$ cat config.mk
export PLATFORM = sky130hd
export DESIGN_NAME = tmr_dual_byte
export DESIGN_NICKNAME = d
export VERILOG_FILES = /design/src/rtl/tmr_pkg.sv /design/src/rtl/tmr_evt_sync.sv /design/src/rtl/tmr_src_sel.sv /design/src/rtl/tmr_count_core.sv /design/src/rtl/tmr_dual_byte.sv
export SDC_FILE = /design/constraint.sdc
export NUM_CORES = 1
export LEC_CHECK = 0
export BUFFER_PORTS_ARGS = -buffer_cell sky130_fd_sc_hd__buf_2
export CORE_MARGIN = 2
export CORE_UTILIZATION = 53
export DETAILED_ROUTE_END_ITERATION = 10
export PLACE_DENSITY = 0.8
export SLEW_MARGIN = 20
export SYNTH_ARGS = -nofsm -noshare
export SYNTH_HDL_FRONTEND = slang
export SYNTH_SLANG_ARGS = --single-unit
$ cat constraint.sdc
create_clock -name clk -period 2.02 [get_ports clk]
set_input_delay 0.505 -clock clk [delete_from_list [all_inputs] [get_ports clk]]
set_output_delay 0.505 -clock clk [all_outputs]
set_load 0.05 [all_outputs]
$ cat src/rtl/tmr_pkg.sv
package tmr_pkg;
   typedef enum logic [1:0] {
      TM_13B    = 2'b00,
      TM_16B    = 2'b01,
      TM_RELOAD = 2'b10,
      TM_SPLIT  = 2'b11
   } tmr_mode_e;
endpackage

$ cat src/rtl/tmr_evt_sync.sv
module tmr_evt_sync #(
   parameter int STAGES = 2
) (
   input  logic clk,
   input  logic rst_n,
   input  logic pin,
   output logic fall
);
   logic [STAGES-1:0] sh;
   logic              prev;

   if (STAGES < 2) begin : g_bad_stages
      $error("tmr_evt_sync: STAGES must be at least 2");
   end

   for (genvar i = 0; i < STAGES; i++) begin : g_stage
      if (i == 0) begin : g_first
         always_ff @(posedge clk or negedge rst_n) begin
            if (!rst_n) sh[0] <= 1'b1;
            else        sh[0] <= pin;
         end
      end else begin : g_next
         always_ff @(posedge clk or negedge rst_n) begin
            if (!rst_n) sh[i] <= 1'b1;
            else        sh[i] <= sh[i-1];
         end
      end
   end

   always_ff @(posedge clk or negedge rst_n) begin
      if (!rst_n) prev <= 1'b1;
      else        prev <= sh[STAGES-1];
   end

   assign fall = prev & ~sh[STAGES-1];

   // a detected falling edge is a single-cycle pulse
   p_fall_single_r3: assert property (@(posedge clk) disable iff (!rst_n)
      fall |=> !fall);
endmodule

$ cat src/rtl/tmr_src_sel.sv
module tmr_src_sel (
   input  logic evt_fall,
   input  logic tick_en,
   input  logic run_en,
   input  logic evt_sel,
   input  logic sys_sel,
   output logic inc
);
   logic src;

   always_comb begin
      if (evt_sel)      src = evt_fall;
      else if (sys_sel) src = 1'b1;
      else              src = tick_en;
      inc = run_en & src;
   end
endmodule

$ cat src/rtl/tmr_count_core.sv
module tmr_count_core
   import tmr_pkg::*;
#(
   parameter int BYTE_W  = 8,
   parameter int M0_LO_W = 5
) (
   input  logic              clk,
   input  logic              rst_n,
   input  tmr_mode_e         mode,
   input  logic              inc,
   input  logic              wr_lo,
   input  logic              wr_hi,
   input  logic [BYTE_W-1:0] wdata,
   input  logic              flag_clr,
   output logic [BYTE_W-1:0] lo,
   output logic [BYTE_W-1:0] hi,
   output logic              ovf,
   output logic              ovf_hi
);
   localparam int CNT_W = 2 * BYTE_W;
   localparam int M0_W  = BYTE_W + M0_LO_W;
   localparam logic [M0_W:0]   M0_ONE  = 1;
   localparam logic [CNT_W:0]  C16_ONE = 1;
   localparam logic [BYTE_W:0] B_ONE   = 1;

   if (M0_LO_W < 1 || M0_LO_W >= BYTE_W) begin : g_bad_m0
      $error("tmr_count_core: M0_LO_W must lie in 1..BYTE_W-1");
   end
   if (BYTE_W < 2) begin : g_bad_byte
      $error("tmr_count_core: BYTE_W must be at least 2");
   end

   logic [BYTE_W-1:0] nxt_lo, nxt_hi;
   logic              set_lo, set_hi;
   logic [M0_W:0]     m0_sum;
   logic [CNT_W:0]    c16_sum;
   logic [BYTE_W:0]   lo_sum, hi_sum;

   always_comb begin
      m0_sum  = {1'b0, hi, lo[M0_LO_W-1:0]} + M0_ONE;
      c16_sum = {1'b0, hi, lo} + C16_ONE;
      lo_sum  = {1'b0, lo} + B_ONE;
      hi_sum  = {1'b0, hi} + B_ONE;
      nxt_lo  = lo;
      nxt_hi  = hi;
      set_lo  = 1'b0;
      set_hi  = 1'b0;
      if (wr_lo || wr_hi) begin
         if (wr_lo) nxt_lo = wdata;
         if (wr_hi) nxt_hi = wdata;
      end else if (inc) begin
         unique case (mode)
            TM_13B: begin
               nxt_hi = m0_sum[M0_W-1:M0_LO_W];
               nxt_lo = {lo[BYTE_W-1:M0_LO_W], m0_sum[M0_LO_W-1:0]};
               set_lo = m0_sum[M0_W];
            end
            TM_16B: begin
               {nxt_hi, nxt_lo} = c16_sum[CNT_W-1:0];
               set_lo = c16_sum[CNT_W];
            end
            TM_RELOAD: begin
               if (lo_sum[BYTE_W]) begin
                  nxt_lo = hi;
                  set_lo = 1'b1;
               end else begin
                  nxt_lo = lo_sum[BYTE_W-1:0];
               end
            end
            TM_SPLIT: begin
               nxt_lo = lo_sum[BYTE_W-1:0];
               set_lo = lo_sum[BYTE_W];
               nxt_hi = hi_sum[BYTE_W-1:0];
               set_hi = hi_sum[BYTE_W];
            end
            default: ;
         endcase
      end
   end

   always_ff @(posedge clk or negedge rst_n) begin
      if (!rst_n) begin
         lo     <= '0;
         hi     <= '0;
         ovf    <= 1'b0;
         ovf_hi <= 1'b0;
      end else begin
         lo <= nxt_lo;
         hi <= nxt_hi;
         if (set_lo)        ovf <= 1'b1;
         else if (flag_clr) ovf <= 1'b0;
         if (set_hi)        ovf_hi <= 1'b1;
         else if (flag_clr) ovf_hi <= 1'b0;
      end
   end

   // a low-byte write lands unchanged
   p_write_lo_r9: assert property (@(posedge clk) disable iff (!rst_n)
      wr_lo |=> lo == $past(wdata));
   // 16-bit rollover clears the count and raises the flag
   p_wrap16_r6: assert property (@(posedge clk) disable iff (!rst_n)
      (mode == TM_16B && inc && !wr_lo && !wr_hi && {hi, lo} == '1)
      |=> ({hi, lo} == '0 && ovf));
   // reload mode refills the low byte from the high byte
   p_reload_r7: assert property (@(posedge clk) disable iff (!rst_n)
      (mode == TM_RELOAD && inc && !wr_lo && !wr_hi && lo == '1)
      |=> (lo == $past(hi) && ovf));
   // the high byte never moves in reload mode without a write
   p_reload_hi_r7: assert property (@(posedge clk) disable iff (!rst_n)
      (mode == TM_RELOAD && !wr_hi) |=> $stable(hi));
   // split-mode high byte wrap raises its own flag
   p_split_hi_r8: assert property (@(posedge clk) disable iff (!rst_n)
      (mode == TM_SPLIT && inc && !wr_lo && !wr_hi && hi == '1) |=> ovf_hi);
   // a clear with no increment drops both flags
   p_flag_clr_r10: assert property (@(posedge clk) disable iff (!rst_n)
      (flag_clr && !inc) |=> (!ovf && !ovf_hi));
endmodule

$ cat src/rtl/tmr_dual_byte.sv
module tmr_dual_byte
   import tmr_pkg::*;
#(
   parameter int BYTE_W      = 8,
   parameter int M0_LO_W     = 5,
   parameter int SYNC_STAGES = 2
) (
   input  logic              clk,
   input  logic              rst_n,
   input  logic              tick_en,
   input  logic              evt_pin,
   input  logic              run_en,
   input  logic [1:0]        mode_sel,
   input  logic              evt_sel,
   input  logic              sys_sel,
   input  logic              irq_en,
   input  logic              wr_lo,
   input  logic              wr_hi,
   input  logic [BYTE_W-1:0] wdata,
   input  logic              flag_clr,
   output logic [BYTE_W-1:0] rd_lo,
   output logic [BYTE_W-1:0] rd_hi,
   output logic              ovf_flag,
   output logic              ovf_hi_flag,
   output logic              irq
);
   logic evt_fall;
   logic inc;

   tmr_evt_sync #(.STAGES(SYNC_STAGES)) u_sync (
      .clk   (clk),
      .rst_n (rst_n),
      .pin   (evt_pin),
      .fall  (evt_fall)
   );

   tmr_src_sel u_src (
      .evt_fall (evt_fall),
      .tick_en  (tick_en),
      .run_en   (run_en),
      .evt_sel  (evt_sel),
      .sys_sel  (sys_sel),
      .inc      (inc)
   );

   tmr_count_core #(.BYTE_W(BYTE_W), .M0_LO_W(M0_LO_W)) u_core (
      .clk      (clk),
      .rst_n    (rst_n),
      .mode     (tmr_mode_e'(mode_sel)),
      .inc      (inc),
      .wr_lo    (wr_lo),
      .wr_hi    (wr_hi),
      .wdata    (wdata),
      .flag_clr (flag_clr),
      .lo       (rd_lo),
      .hi       (rd_hi),
      .ovf      (ovf_flag),
      .ovf_hi   (ovf_hi_flag)
   );

   assign irq = irq_en & (ovf_flag | ovf_hi_flag);

   // idle with no write keeps the count frozen
   p_hold_idle_r4: assert property (@(posedge clk) disable iff (!rst_n)
      (!run_en && !wr_lo && !wr_hi) |=> $stable({rd_hi, rd_lo}));
   // in event mode an increment needs a synchronized falling edge
   p_evt_only_r3: assert property (@(posedge clk) disable iff (!rst_n)
      (evt_sel && !evt_fall && !wr_lo && !wr_hi) |=> $stable({rd_hi, rd_lo}));
endmodule

==> results of run 1 <==
[final cells by class]
type / instances / area share
flip-flops and latches: 21 / 0.2816
repair buffers: 52 / 0.1547
multi-input cells: 144 / 0.5116
inverters: 9 / 0.01785
well taps: 31 / 0.02049
clock buffers: 4 / 0.01388
[critical path: cells and delay by family, from the launching register on]
| kind | cells | cell delay (ns) |
|---|---|---|
| fa+ha+maj | 1 | 0.19 |
| simple gates | 2 | 0.33 |
| flops | 1 | 0.48 |
| buf+inv | 1 | 0.16 |
| compound gates | 3 | 0.70 |
[stage by stage]
step / utilization / total power, mW / hold slack [ns] / cell area, µm² / cells
after floorplan: - / 0.9309 / 0.2094 / 1593 / 185
after global placement: 0.6707 / 1.089 / 0.3498 / 1866 / 257
after detailed placement: 0.6707 / 1.104 / 0.3502 / 1866 / 257
after CTS: 0.6802 / 1.321 / 0.1321 / 1892 / 261
after global routing: 0.6806 / 1.382 / 0.1499 / 1893 / 261
final: 0.6806 / 1.323 / 0.1327 / 1893 / 261
[cell families after synthesis]
family / share of synthesized area
adder cells (fa/ha/maj): 0.02381
flip-flops: 0.3357
buffers and inverters: 0.05872
XOR/XNOR: 0.02778
multiplexers: 0.01984
AND/OR/NAND/NOR: 0.2103
AO/OA/AOI/OAI: 0.3238
[sequential cells by signal, summed over array words and instances, names as in the netlist]
register       count
u_core.ovf         1
u_core.lo          8
u_core.ovf_hi      1
u_sync.prev        1
u_sync.sh          2
u_core.hi          8
[power breakdown]
| part | switching (mW) | internal (mW) | total [mW] |
|---|---|---|---|
| clock network | 0.138 | 0.0776 | 0.215 |
| logic | 0.361 | 0.183 | 0.544 |
| registers | 0.0917 | 0.472 | 0.563 |
[cell usage after synthesis, types with 2 or more instances]
cell type	n	area [µm²]
sky130_fd_sc_hd__o31ai_1	3	22.52
sky130_fd_sc_hd__nand2_1	15	56.30
sky130_fd_sc_hd__and4_1	2	17.52
sky130_fd_sc_hd__dfstp_2	3	78.83
sky130_fd_sc_hd__nor2_1	16	60.06
sky130_fd_sc_hd__o22ai_1	2	12.51
sky130_fd_sc_hd__nor3_1	6	30.03
sky130_fd_sc_hd__nand4_1	4	25.02
sky130_fd_sc_hd__ha_1	3	37.54
sky130_fd_sc_hd__xnor2_1	4	35.03
sky130_fd_sc_hd__o2bb2ai_1	2	17.52
sky130_fd_sc_hd__a41oi_1	2	17.52
sky130_fd_sc_hd__clkbuf_1	6	22.52
sky130_fd_sc_hd__buf_2	2	10.01
sky130_fd_sc_hd__o21ai_1	2	10.01
sky130_fd_sc_hd__buf_4	2	15.01
sky130_fd_sc_hd__nand3_1	7	35.03
sky130_fd_sc_hd__a21oi_1	11	55.05
sky130_fd_sc_hd__a2bb2oi_1	2	17.52
sky130_fd_sc_hd__a21boi_0	2	15.01
sky130_fd_sc_hd__o22a_1	5	43.79
sky130_fd_sc_hd__a21o_1	3	22.52
sky130_fd_sc_hd__nand2b_1	2	12.51
sky130_fd_sc_hd__dfrtp_1	18	450.4
sky130_fd_sc_hd__inv_1	9	33.78
sky130_fd_sc_hd__o21a_1	2	15.01
sky130_fd_sc_hd__a211oi_1	4	30.03
sky130_fd_sc_hd__a31oi_1	3	18.77
sky130_fd_sc_hd__and3_1	4	25.02
sky130_fd_sc_hd__mux2i_1	2	20.02
sky130_fd_sc_hd__o21ai_0	5	25.02
sky130_fd_sc_hd__o21bai_1	2	15.01
[path summary, 6_finish.rpt]
path                       slack, ns      endpoint          from
min in group clk                0.28  u_sync.sh[0]       evt_pin
hold reg to reg                 0.37  u_sync.sh[1]  u_sync.sh[0]
hold / removal                  0.13  u_core.hi[6]         rst_n
setup / recovery                0.07  u_core.lo[5]  u_core.lo[0]
setup reg to reg                0.07  u_core.lo[5]  u_core.lo[0]
max in group asynchronous       1.51   u_sync.prev         rst_n
[layer usage]
layer | routed length, µm | share of wire
met4 | 212 | 0.043
met5 | 0 | 0
met1 | 1928 | 0.39
met3 | 479 | 0.098
met2 | 2263 | 0.46
==> out/results.md, run 1 <==
| Item | Reported |
|:---|:---|
| Data required time at the worst endpoint | 2.27 ns |
| Final worst slack | 0.07155 ns |
| Seq. cell area | 533.0 µm² |
| Number of clock sinks seen by CTS | 21 |
| Type of the worst setup path | flop to flop |
| Relative slew margins | 0.6473 |
| Reg clk slew, reported paths | 0.13 ns |
| Classification of the worst-slack hold path | primary input to async pin |
| Synthesized cell area | 1577 µm² |
| Fillcell total | 241 |
| M1 GR Usage | 0.3780 |
| First-pass GRT wire length | 7.465 mm |
| Net count of the mapped netlist | 209 |
| Met3 track demand over resource in global routing | 0.06593 |
| Outcome | finished, final reports clean |
| Number of remaining DRC errors | 0 |
| Most Used Layer, Global Route | met2 |
| Reported max-cap violation count | 0 |
| Number of synthesized flops with an enable pin | 0 |
| Worst setup SP type | flop |
| Later-pin clock latency in the skew report | 0.33 ns |
| Multi-input combinational cell area | 968.4 µm² |
| Layout cells sized above 1 | 0.3130 |
| Clock tree root buffer cell | sky130_fd_sc_hd__clkbuf_4 |
| Final setup violating endpoints | 0 |
| Yosys synthesis warning count | 0 |
| Initial Util | 0.5668 |
| Pin count of the biggest net entering global routing | 22 |
| Core Area | 2781 µm² |
| Length of the first detailed-routing pass in iterations | 4 |
| Slew @ Worst Pin | 0.5291 ns |
| R2r worst-path depth | 7 |
| Slowest cell on the critical path | sky130_fd_sc_hd__dfrtp_2 |
| # diodes | 0 |
| # rows | 19 |
| Global-route usage over all layers | 0.2899 |
| Final setup TNS | 0 ns |
| Instance count of the mapped netlist | 185 |
| Vias/cell | 6.655 |
| Commonest non-fill, non-tap cell in the layout | sky130_fd_sc_hd__buf_2 |
| Inserted Clock Buffers | 3 |
| Vias in the first global route | 1574 |
| DRC violation total after the first TritonRoute iteration | 116 |
| Final routed wire length divided by cell count | 18.71 µm |
| DIE AREA | 3427 µm² |
| Power density relative to cell area | 698.8 nW/µm² |
| Worst clock skew | 0.01703 ns |
| Cells resized by post-CTS repair | 0 |
| GR Layer Usage met2 | 0.4462 |
| Overflow after GRT | 0 |
| Number of unique standard cell types used by synthesis | 62 |
| Worst slack after detailed placement | 0.06059 ns |
| Hold-fix buffers at CTS | 0 |
| Area growth from synthesis to layout | 20.08% |
| Syn avg cell area | 8.522 µm² |
| Post-Route WL | 4.883 mm |
| Number of post-CTS setup repair buffers | 0 |
| Die width | 58.54 µm |
| Type of destination of the critical path | flop |
| Number of slew-limit violations in the final report | 0 |
| P_leak | 0.8392 nW |
| Biggest cell delay along the critical path | 0.48 ns |
| Hold violation count in the final report | 0 |
| Setup repair after global routing missed its margin | false |
| Final Wtd Congestion | 0.9802 |
| # IOs | 40 |
| Sequential element share of the synthesized area | 0.3357 |
| Maximum fanout count along the critical path | 6 |
| Ys flop type | sky130_fd_sc_hd__dfrtp_1 |
| Proportion of register bits with asynchronous set or reset after synthesis | 1.000 |
| Vertical extent of the die | 58.54 µm |
| Worst-case clock buffer depth | 2 |
| Data arrival, critical path | 2.20 ns |
| Number of antenna violations at the first check in global routing | 0 |
| HPWL after DPL | 3.608 mm |
| Final clock period utilization by the worst path | 0.9646 |
| Final critical-path required period | 1.948 ns |
| # nets final | 255 |
| Number of I/O port buffers | 39 |
| Vias | 1737 |
| #FFs+latches synth | 21 |
| Deepest level of the CTS H-tree | 1 |
| Achievable Freq | 513.2 MHz |
| Most used cells in the layout excluding fill and tap cells | sky130_fd_sc_hd__buf_2 (39), sky130_fd_sc_hd__nor2_1 (16), sky130_fd_sc_hd__nand2_1 (15), sky130_fd_sc_hd__dfrtp_1 (15), sky130_fd_sc_hd__buf_4 (13) |
| Worst-case vdd ir drop | 0.5971 mV |
| Remaining antenna violation count | 0 |
| Critical path cell sequence | ha_4, and4_1, buf_4, nand2_1, a21oi_1, o31ai_1, a22o_1 |
| TritonCTS clock tree | built |
Note: power is estimated with default switching activity, not from simulation.
==> run 2: changes to the inputs <==
--- a/config.mk
+++ b/config.mk
@@ -7,9 +7,10 @@
 export LEC_CHECK = 0
 export BUFFER_PORTS_ARGS = -buffer_cell sky130_fd_sc_hd__buf_2
 export CORE_MARGIN = 2
-export CORE_UTILIZATION = 53
+export CORE_UTILIZATION = 55
+export CTS_BUF_LIST = sky130_fd_sc_hd__clkbuf_8
 export DETAILED_ROUTE_END_ITERATION = 10
-export PLACE_DENSITY = 0.8
+export PLACE_DENSITY = 0.82
 export SLEW_MARGIN = 20
 export SYNTH_ARGS = -nofsm -noshare
 export SYNTH_HDL_FRONTEND = slang
==> out/results.md, run 2 (same netlist as run 1, synthesis figures left out) <==
| Item | Reported | Change |
|:---|:---|:---|
| DIE AREA | 3311 µm² | was 3427 µm² |
| Seq. cell area | 533.0 µm² | unchanged |
| Remaining antenna violation count | 0 | unchanged |
| Layout cells sized above 1 | 0.3130 | unchanged |
| Classification of the worst-slack hold path | primary input to async pin | unchanged |
| Hold violation count in the final report | 0 | unchanged |
| Final clock period utilization by the worst path | 0.9427 | was 0.9646 |
| # rows | 19 | unchanged |
| Switching part of the total | 0.4325 | was 0.4463 |
| Area growth from synthesis to layout | 21.27% | was 20.08% |
| Worst-case clock buffer depth | 2 | unchanged |
| Final routed wire length divided by cell count | 18.89 µm | was 18.71 µm |
| First-pass GRT wire length | 8.252 mm | was 7.465 mm |
| Psw | 0.6051 mW | was 0.5904 mW |
| Reg power frac | 0.399 | was 0.426 |
| Later-pin clock latency in the skew report | 0.27 ns | was 0.33 ns |
| Tot Pwr | 1.399 mW | was 1.323 mW |
| Pin count of the biggest net entering global routing | 22 | unchanged |
| Vias/cell | 6.713 | was 6.655 |
| Type of the worst setup path | flop to flop | unchanged |
| Clock tree root buffer cell | sky130_fd_sc_hd__clkbuf_8 | was sky130_fd_sc_hd__clkbuf_4 |
| GR Layer Usage met2 | 0.5146 | was 0.4462 |
| Vias | 1752 | was 1737 |
| Maximum fanout count along the critical path | 6 | unchanged |
| M1 GR Usage | 0.4261 | was 0.3780 |
| # diodes | 0 | unchanged |
| Outcome | finished, final reports clean | unchanged |
| Hold-fix buffers at CTS | 0 | unchanged |
| Worst setup SP type | flop | unchanged |
| Initial Util | 0.5767 | was 0.5668 |
| Relative slew margins | 0.6774 | was 0.6473 |
| Final setup TNS | 0 ns | unchanged |
| Slew @ Worst Pin | 0.4839 ns | was 0.5291 ns |
| Met3 track demand over resource in global routing | 0.04535 | was 0.06593 |
| Worst-case vdd ir drop | 0.5464 mV | was 0.5971 mV |
| Inserted Clock Buffers | 3 | unchanged |
| Final Cell Area | 1912 µm² | was 1893 µm² |
| Core Area | 2734 µm² | was 2781 µm² |
| Achievable Freq | 525.1 MHz | was 513.2 MHz |
| Cells resized by post-CTS repair | 0 | unchanged |
| P_leak | 0.8497 nW | was 0.8392 nW |
| Most used cells in the layout excluding fill and tap cells | sky130_fd_sc_hd__buf_2 (39), sky130_fd_sc_hd__nor2_1 (16), sky130_fd_sc_hd__nand2_1 (15), sky130_fd_sc_hd__dfrtp_1 (15), sky130_fd_sc_hd__buf_4 (13) | unchanged |
| Reg clk slew, reported paths | 0.08 ns | was 0.13 ns |
| Most Used Layer, Global Route | met2 | unchanged |
| Final setup violating endpoints | 0 | unchanged |
| Deepest level of the CTS H-tree | 1 | unchanged |
| Length of the first detailed-routing pass in iterations | 5 | was 4 |
| Global-route usage over all layers | 0.3209 | was 0.2899 |
| Vias in the first global route | 1679 | was 1574 |
| Worst clock skew | 0.004625 ns | was 0.01703 ns |
| Multi-input combinational cell area | 967.2 µm² | was 968.4 µm² |
| Number of clock sinks seen by CTS | 21 | unchanged |
| Critical path cell sequence | ha_4, and4_1, buf_4, nor2_1, nor3_1, o22a_1, o31a_1 | was ha_4, and4_1, buf_4, nand2_1, a21oi_1, o31ai_1, a22o_1 |
| Number of post-CTS setup repair buffers | 0 | unchanged |
| Post-Route WL | 4.931 mm | was 4.883 mm |
| Total internal power | 0.7939 mW | was 0.7324 mW |
| Share of total power in the clock network | 0.207 | was 0.163 |
| DRC violation total after the first TritonRoute iteration | 131 | was 116 |
| HPWL after DPL | 3.674 mm | was 3.608 mm |
| Power density relative to cell area | 731.7 nW/µm² | was 698.8 nW/µm² |
| # nets final | 255 | unchanged |
| Final critical-path required period | 1.904 ns | was 1.948 ns |
| Combinational share of power | 0.394 | was 0.411 |
| Biggest cell delay along the critical path | 0.46 ns | was 0.48 ns |
| Die width | 57.54 µm | was 58.54 µm |
| Type of destination of the critical path | flop | unchanged |
| Number of antenna violations at the first check in global routing | 0 | unchanged |
| Biggest registers after layout | u_core.hi x8, u_core.lo x8, u_sync.sh x2 | unchanged |
| # IOs | 40 | unchanged |
| Number of I/O port buffers | 39 | unchanged |
| TritonCTS clock tree | built | unchanged |
| Slowest cell on the critical path | sky130_fd_sc_hd__dfrtp_2 | unchanged |
| Number of slew-limit violations in the final report | 0 | unchanged |
| Setup repair after global routing missed its margin | false | unchanged |
| Vertical extent of the die | 57.54 µm | was 58.54 µm |
| Post-DP Area | 1866 µm² | unchanged |
| Fillcell total | 233 | was 241 |
| Reported max-cap violation count | 0 | unchanged |
| Number of remaining DRC errors | 0 | unchanged |
| Fraction of the core area covered by cells at the end of the flow | 0.6993 | was 0.6806 |
| Data required time at the worst endpoint | 2.18 ns | was 2.27 ns |
| Data arrival, critical path | 2.06 ns | was 2.20 ns |
| Overflow after GRT | 0 | unchanged |
| Commonest non-fill, non-tap cell in the layout | sky130_fd_sc_hd__buf_2 | unchanged |
| Final Wtd Congestion | 0.9401 | was 0.9802 |
[run 2: cell types whose count changed in the layout (fill, tap and decap cells not counted), sizes merged]
cell    before  now
clkbuf       4    3
clkinv       0    1
[run 2: area by class of cell]
| type | count | share of cell area |
|---|---|---|
| flip-flops and latches | 21 | 0.2788 |
| clock buffers | 3 | 0.02160 |
| well taps | 31 | 0.02029 |
| clock inverters | 1 | 0.002618 |
| inverters | 9 | 0.01767 |
| multi-input cells | 144 | 0.5059 |
| repair buffers | 52 | 0.1531 |
[run 2: power groups by stage]
stage               Clock, mW  Combinational [mW]  Sequential, mW
global placement            0               0.533           0.557
floorplan                   0               0.229           0.702
finish                  0.289               0.551           0.558
detailed placement          0               0.543           0.563
global route            0.312               0.589           0.568
CTS                     0.292               0.547           0.555
[run 2: final timing paths]
check / start / to / slack (ns) / depth (start not counted)
max: u_core.lo[0] / u_core.hi[7] / 0.12 / 7
min: rst_n / u_core.hi[7] / 0.19 / 1
max reg2reg: u_core.lo[0] / u_core.hi[7] / 0.12 / 7
min reg2reg: u_sync.sh[0] / u_sync.sh[1] / 0.36 / 0
max in group asynchronous: rst_n / u_core.lo[4] / 1.47 / 1
min in group clk: evt_pin / u_sync.sh[0] / 0.33 / 1
[run 2: worst max-delay path: cells and delay by family, from the launching register on]
| kind | cells | cell delay (ns) |
|---|---|---|
| compound gates | 2 | 0.49 |
| fa+ha+maj | 1 | 0.19 |
| simple gates | 3 | 0.49 |
| buf+inv | 1 | 0.16 |
| flops | 1 | 0.46 |
[run 2: through the flow]
stage / hold slack [ns] / setup slack (ns) / cells
finish: 0.1865 / 0.1157 / 261
global route: 0.2367 / 0.04065 / 261
CTS: 0.2085 / 0.1485 / 261
detailed placement: 0.3481 / 0.1010 / 257
global placement: 0.3469 / 0.1729 / 257
floorplan: 0.2094 / 0.003336 / 185
[run 2: per-layer routing]
metal | up-vias | routed length [µm]
li1 | 796 | -
met1 | 796 | 1928
met2 | 129 | 2291
met3 | 31 | 500
met4 | 0 | 211
met5 | - | 0
